===== config.mk =====
export PLATFORM = sky130hd
export DESIGN_NAME = plat_ctrl_regs
export DESIGN_NICKNAME = d
export VERILOG_FILES = /design/src/rtl/plat_pkg.sv /design/src/rtl/plat_decode.sv /design/src/rtl/plat_rdmux.sv /design/src/rtl/plat_rstreq.sv /design/src/rtl/plat_ctrl_regs.sv
export SDC_FILE = /design/constraint.sdc
export NUM_CORES = 1
export LEC_CHECK = 0
export BUFFER_PORTS_ARGS = -buffer_cell sky130_fd_sc_hd__buf_2
export CAP_MARGIN = 10
export CELL_PAD_IN_SITES_DETAIL_PLACEMENT = 1
export CELL_PAD_IN_SITES_GLOBAL_PLACEMENT = 1
export CORE_MARGIN = 2
export CORE_UTILIZATION = 21
export CTS_CLUSTER_SIZE = 40
export DETAILED_ROUTE_END_ITERATION = 8
export MAX_ROUTING_LAYER = met4
export PLACE_DENSITY = 0.87
export RECOVER_POWER = 25
export SLEW_MARGIN = 0
export SYNTH_ARGS = -nofsm -noshare
export SYNTH_HDL_FRONTEND = slang
export SYNTH_SLANG_ARGS = --single-unit

===== constraint.sdc =====
create_clock -name clk -period 0.8 [get_ports clk]
set_input_delay 0.04 -clock clk [delete_from_list [all_inputs] [get_ports clk]]
set_output_delay 0.04 -clock clk [all_outputs]
set_load 0.02 [all_outputs]

===== src/rtl/plat_pkg.sv =====
package plat_pkg;

  // Access size encoding on req_size
  localparam logic [1:0] SZ_BYTE = 2'b00;
  localparam logic [1:0] SZ_HALF = 2'b01;
  localparam logic [1:0] SZ_WORD = 2'b10;
  localparam logic [1:0] SZ_DBL  = 2'b11;

  localparam int DATA_W = 32;
  localparam int MHZ_W  = 8;
  localparam int GIB_W  = 4;

  // Offsets whose positions software depends on
  localparam logic [11:0] OFF_ID0     = 12'h000;
  localparam logic [11:0] OFF_ID1     = 12'h004;
  localparam logic [11:0] OFF_ID2     = 12'h008;
  localparam logic [11:0] OFF_SOFTRST = 12'h010;
  localparam logic [11:0] OFF_MEMSTAT = 12'h014;
  localparam logic [11:0] OFF_CLKDIV  = 12'h030;
  localparam logic [11:0] OFF_BUILD   = 12'h034;
  localparam logic [11:0] OFF_MEMCFG  = 12'h038;

  // Bit of the soft-reset register that requests a system reset
  localparam int RST_BIT = 4;

  typedef enum logic [2:0] {
    SEL_NONE,
    SEL_IDZERO,
    SEL_SOFTRST,
    SEL_MEMSTAT,
    SEL_CLKDIV,
    SEL_BUILD,
    SEL_MEMCFG
  } reg_sel_e;

  // Memory status: locked (bit 0) and calibrated (bit 2)
  function automatic logic [DATA_W-1:0] memstat_word();
    logic [DATA_W-1:0] v;
    v = '0;
    v[0] = 1'b1;
    v[2] = 1'b1;
    return v;
  endfunction

  // Build configuration: three link interfaces enabled, coherency unit off
  function automatic logic [DATA_W-1:0] build_word();
    logic [DATA_W-1:0] v;
    v = '0;
    for (int i = 1; i <= 3; i++) v[i] = 1'b1;
    return v;
  endfunction

  // Clock divider word: second divider, multiplier, frequency, first divider
  function automatic logic [DATA_W-1:0] clkdiv_word(input logic [MHZ_W-1:0] mhz);
    return {8'd1, 8'd1, mhz, 8'd1};
  endfunction

  // Memory configuration: size in GiB low, speed field all ones
  function automatic logic [DATA_W-1:0] memcfg_word(input logic [GIB_W-1:0] gib);
    return {16'h0000, 12'hFFF, gib};
  endfunction

endpackage


===== src/rtl/plat_decode.sv =====
module plat_decode
  import plat_pkg::*;
#(
  parameter int ADDR_W = 12
) (
  input  logic              req_valid,
  input  logic              req_we,
  input  logic [ADDR_W-1:0] req_addr,
  input  logic [1:0]        req_size,
  output logic              rd_word,
  output logic              wr_word,
  output reg_sel_e          sel
);

  logic is_word;
  assign is_word = (req_size == SZ_WORD);
  assign rd_word = req_valid && !req_we && is_word;
  assign wr_word = req_valid &&  req_we && is_word;

  always_comb begin
    unique case (req_addr)
      OFF_ID0, OFF_ID1, OFF_ID2: sel = SEL_IDZERO;
      OFF_SOFTRST:               sel = SEL_SOFTRST;
      OFF_MEMSTAT:               sel = SEL_MEMSTAT;
      OFF_CLKDIV:                sel = SEL_CLKDIV;
      OFF_BUILD:                 sel = SEL_BUILD;
      OFF_MEMCFG:                sel = SEL_MEMCFG;
      default:                   sel = SEL_NONE;
    endcase
  end

endmodule


===== src/rtl/plat_rdmux.sv =====
module plat_rdmux
  import plat_pkg::*;
(
  input  reg_sel_e          sel,
  input  logic              rd_word,
  input  logic [MHZ_W-1:0]  timer_mhz,
  input  logic [GIB_W-1:0]  mem_gib,
  output logic [DATA_W-1:0] rd_value
);

  logic [DATA_W-1:0] raw;

  always_comb begin
    unique case (sel)
      SEL_MEMSTAT: raw = memstat_word();
      SEL_CLKDIV:  raw = clkdiv_word(timer_mhz);
      SEL_BUILD:   raw = build_word();
      SEL_MEMCFG:  raw = memcfg_word(mem_gib);
      default:     raw = '0;
    endcase
  end

  assign rd_value = rd_word ? raw : '0;

endmodule


===== src/rtl/plat_rstreq.sv =====
module plat_rstreq
  import plat_pkg::*;
(
  input  logic     clk,
  input  logic     rst_n,
  input  logic     wr_word,
  input  reg_sel_e sel,
  input  logic     cmd_bit,
  output logic     sys_reset_req
);

  logic fire;
  assign fire = wr_word && (sel == SEL_SOFTRST) && cmd_bit;

  always_ff @(posedge clk or negedge rst_n) begin
    if (!rst_n) sys_reset_req <= 1'b0;
    else        sys_reset_req <= fire;
  end


  pulse_source_chk: assert property (@(posedge clk) disable iff (!rst_n)
    sys_reset_req |-> $past(wr_word && sel == SEL_SOFTRST && cmd_bit));


  pulse_taken_chk: assert property (@(posedge clk) disable iff (!rst_n)
    (wr_word && sel == SEL_SOFTRST && cmd_bit) |=> sys_reset_req);

endmodule


===== src/rtl/plat_ctrl_regs.sv =====
module plat_ctrl_regs
  import plat_pkg::*;
#(
  parameter int ADDR_W = 12
) (
  input  logic              clk,
  input  logic              rst_n,
  input  logic              req_valid,
  input  logic              req_we,
  input  logic [ADDR_W-1:0] req_addr,
  input  logic [1:0]        req_size,
  input  logic [31:0]       req_wdata,
  input  logic [7:0]        timer_mhz,
  input  logic [3:0]        mem_gib,
  output logic [31:0]       rsp_rdata,
  output logic              rsp_ready,
  output logic              sys_reset_req
);

  logic              rd_word;
  logic              wr_word;
  reg_sel_e          sel;
  logic [DATA_W-1:0] rd_value;
  logic              unused_wdata;

  assign unused_wdata = ^{req_wdata[DATA_W-1:RST_BIT+1], req_wdata[RST_BIT-1:0]};

  plat_decode #(.ADDR_W(ADDR_W)) u_decode (
    .req_valid (req_valid),
    .req_we    (req_we),
    .req_addr  (req_addr),
    .req_size  (req_size),
    .rd_word   (rd_word),
    .wr_word   (wr_word),
    .sel       (sel)
  );

  plat_rdmux u_rdmux (
    .sel       (sel),
    .rd_word   (rd_word),
    .timer_mhz (timer_mhz),
    .mem_gib   (mem_gib),
    .rd_value  (rd_value)
  );

  plat_rstreq u_rstreq (
    .clk           (clk),
    .rst_n         (rst_n),
    .wr_word       (wr_word),
    .sel           (sel),
    .cmd_bit       (req_wdata[RST_BIT]),
    .sys_reset_req (sys_reset_req)
  );

  always_ff @(posedge clk or negedge rst_n) begin
    if (!rst_n) begin
      rsp_ready <= 1'b0;
      rsp_rdata <= '0;
    end else begin
      rsp_ready <= req_valid;
      rsp_rdata <= req_valid ? rd_value : '0;
    end
  end


  ready_follows_req_chk: assert property (@(posedge clk) disable iff (!rst_n)
    req_valid |=> rsp_ready);


  ready_idle_chk: assert property (@(posedge clk) disable iff (!rst_n)
    !req_valid |=> !rsp_ready);


  rdata_idle_zero_chk: assert property (@(posedge clk) disable iff (!rst_n)
    !rsp_ready |-> rsp_rdata == '0);


  narrow_read_zero_chk: assert property (@(posedge clk) disable iff (!rst_n)
    (req_valid && !req_we && req_size != SZ_WORD) |=> rsp_rdata == '0);


  narrow_write_quiet_chk: assert property (@(posedge clk) disable iff (!rst_n)
    (req_valid && req_size != SZ_WORD) |=> !sys_reset_req);


  memstat_value_chk: assert property (@(posedge clk) disable iff (!rst_n)
    (req_valid && !req_we && req_size == SZ_WORD && req_addr == OFF_MEMSTAT)
      |=> rsp_rdata == 32'h0000_0005);


  pulse_with_ready_chk: assert property (@(posedge clk) disable iff (!rst_n)
    sys_reset_req |-> rsp_ready);

endmodule


# [Word-level counts from Yosys, hierarchy flattened]
# Cells that the tools add are included.
[totals] register_bits=34
[op_classes] n_eq_ne=13 n_mux=4 reduce_logical=9
[op_table] op="25-bit case mux with 4 select lines" n=1
[op_table] op="12-bit by 6-bit equality test with 1-bit output (second input constant)" n=3
[op_table] op="32-bit 2-to-1 mux" n=1
[op_table] op="25-bit 2-to-1 mux" n=1
[op_table] op="12-bit by 5-bit equality test with 1-bit output (second input constant)" n=2
[op_table] op="3-bit case mux with 6 select lines" n=1
[op_table] op="12-bit by 3-bit equality test with 1-bit output (second input constant)" n=1
[op_table] op="12-bit by 4-bit equality test with 1-bit output (second input constant)" n=1
[op_table] op="12-bit zero test" n=1
[op_table] op="3-bit equality test (second input constant)" n=3
[op_table] op="3-bit by 2-bit equality test with 1-bit output (second input constant)" n=2
[op_table] op="1-bit logical AND" n=6
[op_table] op="3-bit OR reduction" n=1
[op_table] op="2-bit equality test (second input constant)" n=1
[op_table] op="1-bit zero test" n=1

# [Logic depth before layout (Yosys ltp)]
# Gate-level depths: netlist of the first run.
[logic_depth] ltp_word=7 mapped_depth=4 mapped_depth_nobuf=4

# [Hierarchy]
# From an unflattened synthesis of the first run, not the netlist that was laid out.
[unflattened] hier_cells=141 hier_area_um2=1525.2
[by_module_without_submodules] mod="plat_ctrl_regs" n_inst=1 cells_each=68 area_each_um2=1081.0 seq_area_each_um2=825.8
[by_module_without_submodules] mod="plat_rdmux" n_inst=1 cells_each=55 area_each_um2=314.1 seq_area_each_um2=0.0
[by_module_without_submodules] mod="plat_decode" n_inst=1 cells_each=15 area_each_um2=92.6 seq_area_each_um2=0.0
[by_module_without_submodules] mod="plat_rstreq" n_inst=1 cells_each=3 area_each_um2=37.5 seq_area_each_um2=25.0

# [Worst setup path before layout of the first run]
# Ideal clock, no wire load.
[synth_timing] path_type="input to register" from="input req_size[0]" to="register rsp_rdata[7]" setup_time_ns=0.067 arrival_time_ns=1.014 slack_ns=-0.281 cell_stages=4 path_buffers=0 cell_sequence="and4bb_1 > nand4_2 > nor4b_4 > and2_1"
[synth_between] elab_chain_cells=4
[synth_rtl] element="start, declared" line_no="plat_ctrl_regs.sv:11" rtl="input logic [1:0] req_size,"
[synth_rtl] element="2-bit equality test" line_no="plat_decode.sv:16" rtl="assign is_word = (req_size == SZ_WORD);"
[synth_rtl] element="1-bit logical AND" line_no="plat_decode.sv:17" rtl="assign rd_word = req_valid && !req_we && is_word;"
[synth_rtl] element="25-bit 2-to-1 mux" line_no="plat_rdmux.sv:23" rtl="assign rd_value = rd_word ? raw : '0;"
[synth_rtl] element="32-bit 2-to-1 mux" line_no="plat_ctrl_regs.sv:61" rtl="rsp_rdata <= req_valid ? rd_value : '0;"
[synth_rtl] element="end signal, assigned" line_no="plat_ctrl_regs.sv:61"
[synth_rtl] element="end, declared" line_no="plat_ctrl_regs.sv:15" rtl="output logic [31:0] rsp_rdata,"
# No other way between the ends.

# [Worst setup path after layout of the first run]
[layout_timing] from="input req_size[0]" to="register rsp_rdata[13]"
# The elaborated chain is that of the path after synthesis.

==> results of run 1 <==
==> synth_stat cells, types with 2 or more instances <==
master / n / share of area [%]
sky130_fd_sc_hd__a21oi_1: 3 / 1.8
sky130_fd_sc_hd__dfrtp_1: 16 / 48
sky130_fd_sc_hd__nor2_1: 9 / 4.0
sky130_fd_sc_hd__nand2_1: 2 / 0.90
sky130_fd_sc_hd__o2111a_1: 2 / 2.7
sky130_fd_sc_hd__and3_1: 2 / 1.5
sky130_fd_sc_hd__o21a_1: 9 / 8.1
sky130_fd_sc_hd__buf_4: 18 / 16
==> flip-flops by register name, indices dropped and copies added (netlist names) <==
register,count
u_rstreq.sys_reset_req,1
rsp_ready,1
rsp_rdata,14
==> placed cells by master (no fill, tap or decap), types with 2 or more instances in the layout <==
| master | n |
|---|---|
| sky130_fd_sc_hd__buf_2 | 24 |
| sky130_fd_sc_hd__nand2_1 | 2 |
| sky130_fd_sc_hd__buf_6 | 26 |
| sky130_fd_sc_hd__nor2_2 | 3 |
| sky130_fd_sc_hd__dlygate4sd3_1 | 2 |
| sky130_fd_sc_hd__a21oi_1 | 2 |
| sky130_fd_sc_hd__o21a_1 | 8 |
| sky130_fd_sc_hd__dfrtp_1 | 16 |
| sky130_fd_sc_hd__nor2_1 | 6 |
| sky130_fd_sc_hd__buf_4 | 13 |
| sky130_fd_sc_hd__o2111a_1 | 2 |
| sky130_fd_sc_hd__clkbuf_8 | 4 |
| sky130_fd_sc_hd__conb_1 | 14 |
==> logic make-up after synthesis <==
family	count (synthesis)	share of synthesized area (%)
DFF	16	47.98
other	1	0.4493
AOI/OAI and AO/OA	15	13.49
and+or+nand+nor	25	20.09
buffers and inverters	20	17.99
==> metrics by stage <==
| stage | power, mW | utilization [%] | worst slack (ns) |
|---|---|---|---|
| final | 1.796 | 38.70 | -0.1271 |
| after global routing | 1.873 | 38.70 | -0.2101 |
| after CTS | 1.794 | 35.80 | -0.1779 |
| after detailed placement | 1.077 | 30.38 | -0.4955 |
| after global placement | 1.072 | 30.38 | -0.4497 |
| after floorplan | 0.9815 | - | -0.2813 |
==> final cells by class <==
class | count | area [sq um]
inverter | 1 | 3.754
fill | 441 | 2295
sequential | 16 | 400.4
multi-input combinational | 54 | 394.1
clock buffer | 4 | 55.05
timing repair buffer | 66 | 535.5
tap | 48 | 60.06
==> worst min path at each step <==
stage | start | depth (start not counted) | slack (ns) | endpoint
global route | timer_mhz[4] | 2 | 0.02 | rsp_rdata[12]
global placement | rst_n | 1 | -0.04 | rsp_rdata[7]
detailed placement | rst_n | 1 | -0.04 | rsp_rdata[15]
floorplan | rst_n | 0 | -0.26 | rsp_rdata[0]
finish | timer_mhz[4] | 2 | 0.02 | rsp_rdata[12]
CTS | timer_mhz[4] | 2 | 0.02 | rsp_rdata[12]
==> what timing repair did <==
action,4_1_cts,5_1_grt
endpoints found under the setup margin,27,35
buffers inserted,0,2
pin swaps,5,6
resized for setup,36,27
hold endpoints to repair,17,0
hold buffers,2,0
==> worst max-delay path, cell delays in order <==
cell and delay, ns:
sky130_fd_sc_hd__buf_2 0.09, sky130_fd_sc_hd__and4bb_1 0.30, sky130_fd_sc_hd__nand4_4 0.13, sky130_fd_sc_hd__nor4b_4 0.24, sky130_fd_sc_hd__buf_6 0.17, sky130_fd_sc_hd__o21a_1 0.14
==> routing by layer <==
| metal | vias to the layer above | part of all wire [%] | track usage (%) |
|---|---|---|---|
| met1 | 369 | 32 | 8.256 |
| met3 | 4 | 7.3 | 2.534 |
| li1 | 357 | - | - |
| met4 | 0 | 2.2 | 5.357 |
| met5 | - | 0 | - |
| met2 | 40 | 59 | 22.03 |
==> power breakdown <==
group | total [mW] | switching (mW) | internal, mW
clock network | 0.681 | 0.245 | 0.436
logic | 0.301 | 0.166 | 0.135
registers | 0.814 | 0.00130 | 0.812
==> impl_metrics.csv, run 1 <==
group,metric,value,unit
floorplan,floorplan.io_pins,96,
power,power_density,1239,mW/mm^2
placement,dpl-instance-area,0.001137,sq mm
worst_setup_path,endpoint,"rsp_rdata[13]",
drt,wl,2.485,mm
floorplan,floorplan.die.width,67.04,um
logic_synthesis,ys_async_rst_share,100.0,%
finish,layout_cells_excl_fill,189,
logic_synthesis,synth_sequential_area_ratio,47.98,%
logic_synthesis,synth_area_per_cell,10.84,sq um
floorplan,starting_utilization_of_the_core_area,22.29,%
worst_setup_path,cp.arrival,1.10,ns
drt,drtAntennaViolNets,0,
floorplan,placementRows,22,
finish,num_antenna_cells,0,
sta,report.final.slew_viol_count,0,
clock_network,htreeDepth,1,
finish,layout.nets,204,
worst_setup_path,cp-start-kind,"input port",
logic_synthesis,library_cells_used_by_synthesis,24,
clock_network,tritoncts_clock_tree,"built",
sta,timing.hold.ws,0.01580,ns
logic_synthesis,ys_dominant_reg_cell,"sky130_fd_sc_hd__dfrtp_1",
floorplan,fp.dieArea,0.004494,sq mm
worst_setup_path,setup.worst_path.end_class,"register",
clock_network,clock_sinks,16,
clock_network,cts_made_buffers,3,
worst_setup_path,required_time_at_the_worst_slack_endpoint,0.98,ns
drt,drt-pass1-iter-count,4,
sta,fin_crit,0.9271,ns
logic_synthesis,cell_area_synth,834.6,sq um
worst_setup_path,worst-path-max-fanout,10,
placement,place.gp.congestion,0.7433,
drt,num_vias,770,
clock_network,cts_buffer_depth,2,
sta,layout_worst_path_cycle_share,115.9,%
outcome,failed_checks,"negative setup slack",
grt,grt_usage,10.65,%
run,maxCapViolations,0,
worst_setup_path,crit_startpoint,"req_size[0]",
sta,setup_tns,-1.809,ns
sta,fmax,1.079,GHz
placement,hpwlAfterDp,1.836,mm
worst_hold_path,timing.hold.worst.class,"in -> reg",
floorplan,core_area,0.003744,sq mm
finish,layout-drive-gt1-share,58.16,%
sta,report.final.setup_viol,20,
grt,vias_in_the_first_global_route,763,
power,ir_worst_vdd,0.0005064,V
logic_synthesis,synth-seq-cells,16,
placement,buffer_ports.inserted,50,
finish,syn_to_final_growth,73.61,%
outcome,run_status,"complete, but fails checks",
placement,dp.cells,181,
worst_setup_path,type_of_the_worst_setup_path,"in -> reg",
finish,fin_area,0.001449,sq mm
sta,final_hold_viol_count,0,
logic_synthesis,synth-warning-count,0,
drt,routed_via_density,4.074,
clock_network,buffer_cell_driving_the_clock_tree_root,"sky130_fd_sc_hd__clkbuf_8",
grt,pin_count_of_the_biggest_net_entering_global_routing,17,
drt,post-route-drc-count,0,
floorplan,die_h,67.04,um
drt,drtIter0Drc,14,
logic_synthesis,synthesized_netlist_cell_count,77,
clock_network,clk_pin_slew,0.06,ns
grt,grt_first_pass_wirelength,3.346,mm
power,static-leakage-power,0.7643,nW
logic_synthesis,synth-edff-count,0,
sta,crit_path_setup_slack_layout,-0.1271,ns
grt,grt_antenna_before_repair,0,
drt,routedWlPerCell,13.15,um
grt,grt-ovfl-total,0,
sta,unrepaired_setup_endpoints_after_global_routing,"true",
Power figures use the tool's default switching activity.
==> run 2, diff against run 1 <==
--- a/config.mk
+++ b/config.mk
@@ -10,11 +10,11 @@
 export CELL_PAD_IN_SITES_DETAIL_PLACEMENT = 1
 export CELL_PAD_IN_SITES_GLOBAL_PLACEMENT = 1
 export CORE_MARGIN = 2
-export CORE_UTILIZATION = 21
+export CORE_UTILIZATION = 23
 export CTS_CLUSTER_SIZE = 40
 export DETAILED_ROUTE_END_ITERATION = 8
 export MAX_ROUTING_LAYER = met4
-export PLACE_DENSITY = 0.87
+export PLACE_DENSITY = 0.93
 export RECOVER_POWER = 25
 export SLEW_MARGIN = 0
 export SYNTH_ARGS = -nofsm -noshare
==> constraint.sdc (replaced) <==
create_clock -name clk -period 1.12 [get_ports clk]
set_input_delay 0.056 -clock clk [delete_from_list [all_inputs] [get_ports clk]]
set_output_delay 0.056 -clock clk [all_outputs]
set_load 0.02 [all_outputs]
==> run 2 against run 1 <==
The run now ends clean. Sequential power is 29% lower. Utilization is 2.9 points lower. Design area is 16% lower. Critical path depth is 1 higher. Clock power is 59% lower. Total power is 41% lower. Combinational power is 36% lower. Largest cell class is now sequential cells. Highest routed layer unchanged.
==> impl_metrics.csv, run 2 (synthesis results as in run 1) <==
group,metric,value,unit
outcome,run_status,"finished clean",
placement,dp.cells,176,
sta,setup_tns,0,ns
floorplan,core_area,0.003416,sq mm
sta,report.final.slew_viol_count,0,
placement,buffer_ports.inserted,50,
worst_setup_path,crit_startpoint,"req_addr[8]",
finish,syn_to_final_growth,46.63,%
grt,grt-ovfl-total,0,
worst_setup_path,endpoint,"rsp_rdata[2]",
worst_setup_path,timing.critical_path.mode_cell,"sky130_fd_sc_hd__buf_4",
clock_network,cts_buffer_depth,2,
floorplan,die_h,64.24,um
sta,final_hold_viol_count,0,
worst_setup_path,cp-start-kind,"input port",
sta,tightestPinTransition,0.8307,ns
run,maxCapViolations,0,
drt,num_vias,753,
drt,drtIter0Drc,22,
placement,hpwlAfterDp,1.765,mm
finish,largest_register_ffs,14,
drt,drt-pass1-iter-count,2,
finish,largest_registers,"rsp_rdata (14), rsp_ready (1), u_rstreq.sys_reset_req (1)",
worst_setup_path,cpMaxStageDelayCell,"sky130_fd_sc_hd__or2_2",
sta,layout_worst_path_cycle_share,87.13,%
grt,grt_antenna_before_repair,0,
clock_network,cts_made_buffers,3,
clock_network,clock_sinks,16,
finish,most-common-layout-cells,"sky130_fd_sc_hd__buf_2 (49), sky130_fd_sc_hd__dfrtp_1 (16), sky130_fd_sc_hd__conb_1 (14)",
drt,post-route-drc-count,0,
clock_network,buffer_cell_driving_the_clock_tree_root,"sky130_fd_sc_hd__clkbuf_4",
grt,vias_in_the_first_global_route,782,
worst_setup_path,setup.worst_path.end_class,"register",
finish,layout_cells_excl_fill,187,
clock_network,clk_pin_slew,0.08,ns
drt,routed_via_density,4.027,
floorplan,floorplan.die.width,64.24,um
power,power_density,861.0,mW/mm^2
sta,fin_crit,0.9758,ns
floorplan,floorplan.io_pins,96,
power,ir_worst_vdd,0.0002584,V
worst_setup_path,type_of_the_worst_setup_path,"in -> reg",
floorplan,placementRows,21,
finish,layout.nets,205,
clock_network,post_cts_setup_repair_buffer_count,0,
clock_network,htreeDepth,1,
sta,fmax,1.025,GHz
finish,largest-register,"rsp_rdata",
finish,num_antenna_cells,0,
worst_setup_path,worstPathCellList,"buf_2, nor3_1, buf_4, nand4_2, buf_4, or2_2, a21oi_2",
placement,detailedPlace.worstSlack,-0.2426,ns
worst_hold_path,timing.hold.worst.class,"in -> reg",
sta,unrepaired_setup_endpoints_after_global_routing,"false",
drt,wl,2.181,mm
drt,routedWlPerCell,11.66,um
worst_setup_path,required_time_at_the_worst_slack_endpoint,1.32,ns
finish,layout-drive-gt1-share,47.52,%
power,static-leakage-power,0.7186,nW
finish,layout.cells.most_common,"sky130_fd_sc_hd__buf_2",
sta,max_slew_margin,44.62,%
clock_network,tritoncts_clock_tree,"built",
grt,grt_usage,10.84,%
floorplan,starting_utilization_of_the_core_area,24.43,%
worst_setup_path,crit_path_max_incr_delay,0.29,ns
grt,grt_first_pass_wirelength,3.394,mm
sta,crit_path_setup_slack_layout,0.1442,ns
worst_setup_path,worst-path-max-fanout,3,
drt,drtAntennaViolNets,0,
floorplan,fp.dieArea,0.004126,sq mm
worst_setup_path,cp.arrival,1.18,ns
placement,place.gp.congestion,0.7404,
grt,pin_count_of_the_biggest_net_entering_global_routing,17,
sta,report.final.setup_viol,0,
run 2: changes by cell type in the layout (fill, tap and decap cells not counted), moves of 4 or more:
cell / change
sky130_fd_sc_hd__buf_6: -26
sky130_fd_sc_hd__buf_2: +25
sky130_fd_sc_hd__dlygate4sd3_1: +6
sky130_fd_sc_hd__buf_4: -4
sky130_fd_sc_hd__clkbuf_8: -4
run 2: where the power goes:
part	total (mW)	internal [mW]	leakage (nW)	switching, mW
clock network	0.280	0.124	0.0138	0.156
registers	0.579	0.579	0.221	0.000585
logic	0.194	0.0850	0.483	0.109
run 2: cell type report:
type,instances,area (sq um)
Sequential cell,16,400.4
Fill cell,424,2192
Inverter,1,3.754
Clock buffer,3,22.52
Timing Repair Buffer,67,396.6
Multi-Input combinational cell,54,342.8
Tap cell,46,57.56
run 2: worst max-delay path, delay by kind of cell:
kind	cells	cell delay, ns
and+or+nand+nor	3	0.60
AOI/OAI and AO/OA	1	0.12
buffers and inverters	3	0.39
run 2: stage by stage:
| step | util, % | power (mW) | hold WS (ns) | area, sq um |
|---|---|---|---|---|
| finish | 35.82 | 1.054 | 0.007388 | 1224 |
| global route | 35.82 | 1.117 | 0.004076 | 1224 |
| global placement | 32.56 | 0.7575 | -0.02817 | 1112 |
| floorplan | - | 0.7011 | -0.2396 | 883.3 |
| detailed placement | 32.56 | 0.7606 | -0.02059 | 1112 |
| CTS | 35.57 | 1.059 | 0.008486 | 1215 |
run 2: how the worst min path moves through the flow:
stage | start | endpoint | slack (ns) | depth (start not counted)
floorplan | rst_n | rsp_rdata[0] | -0.24 | 0
global placement | rst_n | rsp_rdata[10] | -0.03 | 1
detailed placement | rst_n | rsp_rdata[12] | -0.02 | 1
CTS | timer_mhz[3] | rsp_rdata[11] | 0.008 | 2
global route | timer_mhz[3] | rsp_rdata[11] | 0.004 | 2
finish | timer_mhz[3] | rsp_rdata[11] | 0.007 | 2
run 2: repair_timing:
item	4_1_cts	5_1_grt
resized for setup	0	2
setup endpoints to repair	0	1
endpoints found under the hold margin	23	0
hold buffers	8	0
run 2: metal layers:
| metal | vias to the layer above | GRT usage [%] | part of all wire, % |
|---|---|---|---|
| li1 | 358 | - | - |
| met3 | 2 | 2.289 | 7.4 |
| met4 | 0 | 2.926 | 0.64 |
| met2 | 46 | 22.66 | 58 |
| met5 | - | - | 0 |
| met1 | 347 | 9.498 | 34 |
==> run 3, diff against run 2 <==
==> constraint.sdc (replaced) <==
create_clock -name clk -period 1.12 [get_ports clk]
set_input_delay 0.112 -clock clk [delete_from_list [all_inputs] [get_ports clk]]
set_output_delay 0.112 -clock clk [all_outputs]
set_load 0.02 [all_outputs]
==> run 3 against run 2 <==
Utilization is 0.92 points lower. Maximum frequency shrank 6.5%. Sequential share of layout area grew 0.86 points. Via count shrank 0.27%. Combinational power decreased by 6%. Clock-buffer cell count is 1 higher. Clock power is 29% higher. Worst setup slack worse by 0.067 ns. Hold slack improved by 0.034 ns. Total power up 6.7%. Largest cell class unchanged.
==> impl_metrics.csv, run 3 (synthesis results as in run 1) <==
group,metric,value,unit
placement,buffer_ports.inserted,50,
grt,grt_usage,10.95,%
worst_setup_path,cpLargestDelayFamily,"simple AND/OR/NAND/NOR gates",
power,ir_worst_vdd,0.0002466,V
sta,report.final.setup_viol,0,
grt,vias_in_the_first_global_route,760,
worst_hold_path,timing.hold.worst.class,"in -> reg",
finish,syn_to_final_growth,42.88,%
power,static-leakage-power,0.7072,nW
placement,place.gp.congestion,0.7629,
worst_setup_path,number_of_buffers_and_inverters_on_the_critical_path,3,
floorplan,core_area,0.003416,sq mm
finish,largest_registers,"rsp_rdata (14), rsp_ready (1), u_rstreq.sys_reset_req (1)",
worst_setup_path,worst-path-max-fanout,3,
grt,grt_antenna_before_repair,0,
finish,largest-register,"rsp_rdata",
finish,layout.cells.most_common,"sky130_fd_sc_hd__buf_2",
worst_setup_path,required_time_at_the_worst_slack_endpoint,1.32,ns
worst_setup_path,cp-start-kind,"input port",
sta,final_hold_viol_count,0,
grt,pin_count_of_the_biggest_net_entering_global_routing,17,
outcome,run_status,"finished clean",
floorplan,starting_utilization_of_the_core_area,24.43,%
clock_network,post_cts_setup_repair_buffer_count,0,
floorplan,fp.dieArea,0.004126,sq mm
drt,routedWlPerCell,11.54,um
clock_network,clock_sinks,16,
worst_setup_path,timing.critical_path.mode_cell,"sky130_fd_sc_hd__buf_4",
sta,report.final.slew_viol_count,0,
sta,setup_tns,0,ns
run,maxCapViolations,0,
clock_network,clk_pin_slew,0.09,ns
worst_setup_path,worstPathCellList,"buf_2, nor3_1, buf_4, nand4_2, buf_4, or2_2, nor2_1",
worst_setup_path,cpMaxStageDelayCell,"sky130_fd_sc_hd__or2_2",
sta,max_slew_margin,45.22,%
worst_setup_path,crit_path_max_incr_delay,0.28,ns
sta,fmax,0.9586,GHz
worst_hold_path,min_to,"rsp_rdata[12]",
finish,filler_cell_count,420,
drt,wl,2.124,mm
worst_setup_path,type_of_the_worst_setup_path,"in -> reg",
finish,layout_cells_excl_fill,184,
drt,num_vias,751,
clock_network,htreeDepth,1,
finish,fin_area,0.001192,sq mm
placement,dp.cells,179,
finish,largest_register_ffs,14,
worst_hold_path,min_from,"timer_mhz[4]",
clock_network,tritoncts_clock_tree,"built",
sta,fin_crit,1.043,ns
finish,layout-drive-gt1-share,50.72,%
worst_setup_path,cp.arrival,1.25,ns
floorplan,placementRows,21,
placement,dpl-instance-area,0.001135,sq mm
floorplan,floorplan.io_pins,96,
floorplan,die_h,64.24,um
grt,grt_first_pass_wirelength,3.394,mm
clock_network,cts_buffer_depth,2,
worst_setup_path,setup.worst_path.end_class,"register",
sta,unrepaired_setup_endpoints_after_global_routing,"false",
power,power_density,942.5,mW/mm^2
drt,routed_via_density,4.082,
drt,drt-pass1-iter-count,2,
drt,post-route-drc-count,0,
drt,drtAntennaViolNets,0,
sta,tightestPinTransition,0.8217,ns
floorplan,floorplan.die.width,64.24,um
finish,layout.nets,201,
sta,layout_worst_path_cycle_share,93.14,%
clock_network,cts_made_buffers,3,
grt,grt-ovfl-total,0,
placement,hpwlAfterDp,1.828,mm
drt,drtIter0Drc,23,
finish,most-common-layout-cells,"sky130_fd_sc_hd__buf_2 (48), sky130_fd_sc_hd__dfrtp_1 (16), sky130_fd_sc_hd__conb_1 (14), sky130_fd_sc_hd__buf_4 (11)",
clock_network,buffer_cell_driving_the_clock_tree_root,"sky130_fd_sc_hd__clkbuf_4",
worst_hold_path,holdPathStages,2,
finish,num_antenna_cells,0,
==> run 3: cell count changes in the layout (fill, tap and decap cells not counted), sizes merged <==
cell         before  now
clkbuf            4    6
buf              58   60
dlygate4sd3       8    1
==> run 3: worst max path at each step <==
| stage | cells past startpoint | to | start |
|---|---|---|---|
| 6_report | 7 | rsp_rdata[0] | req_addr[8] |
| 3_5_place_dp | 6 | rsp_rdata[2] | req_addr[1] |
| 5_1_grt | 2 | u_rstreq.sys_reset_req | rst_n |
| 4_1_cts | 6 | rsp_rdata[2] | req_addr[1] |
| 3_3_place_gp | 6 | rsp_rdata[0] | req_addr[1] |
| 2_1_floorplan | 4 | rsp_rdata[7] | req_size[0] |
==> run 3: cell type report <==
class,instances,area (sq um),area share (%)
sequential,16,400.4,33.58
timing repair buffer,63,351.6,29.49
multi-input combinational,54,342.8,28.75
tap,46,57.56,4.827
clock buffer,4,36.28,3.043
inverter,1,3.754,0.3148
==> run 3: metal layers <==
layer / up-vias / share of wire (%) / global-route usage, %
met5: - / 0 / -
met4: 0 / 1.3 / 4.787
met3: 4 / 8.2 / 1.937
met2: 48 / 56 / 21.74
met1: 348 / 34 / 10.02
li1: 351 / - / -
==> run 3: repair_timing <==
item	CTS	global route
gates resized for setup	0	3
endpoints found under the setup margin	0	10
hold buffers	1	0
endpoints found under the hold margin	16	0
==> run 3: power by group <==
group	internal [mW]	switching [mW]
Sequential	0.579	0.000671
Clock	0.198	0.164
Combinational	0.0747	0.108
==> run 3: per-stage QoR <==
stage               setup slack (ns)  util, %  hold WS [ns]  power, mW
floorplan                   -0.03327        -       -0.1836     0.7011
global placement             -0.2375    33.22       0.02555     0.7640
detailed placement           -0.2689    33.22       0.03407     0.7699
CTS                          0.02480    34.58       0.02640      1.137
global route                0.006727    34.91       0.02872      1.187
finish                       0.07680    34.91       0.04122      1.124
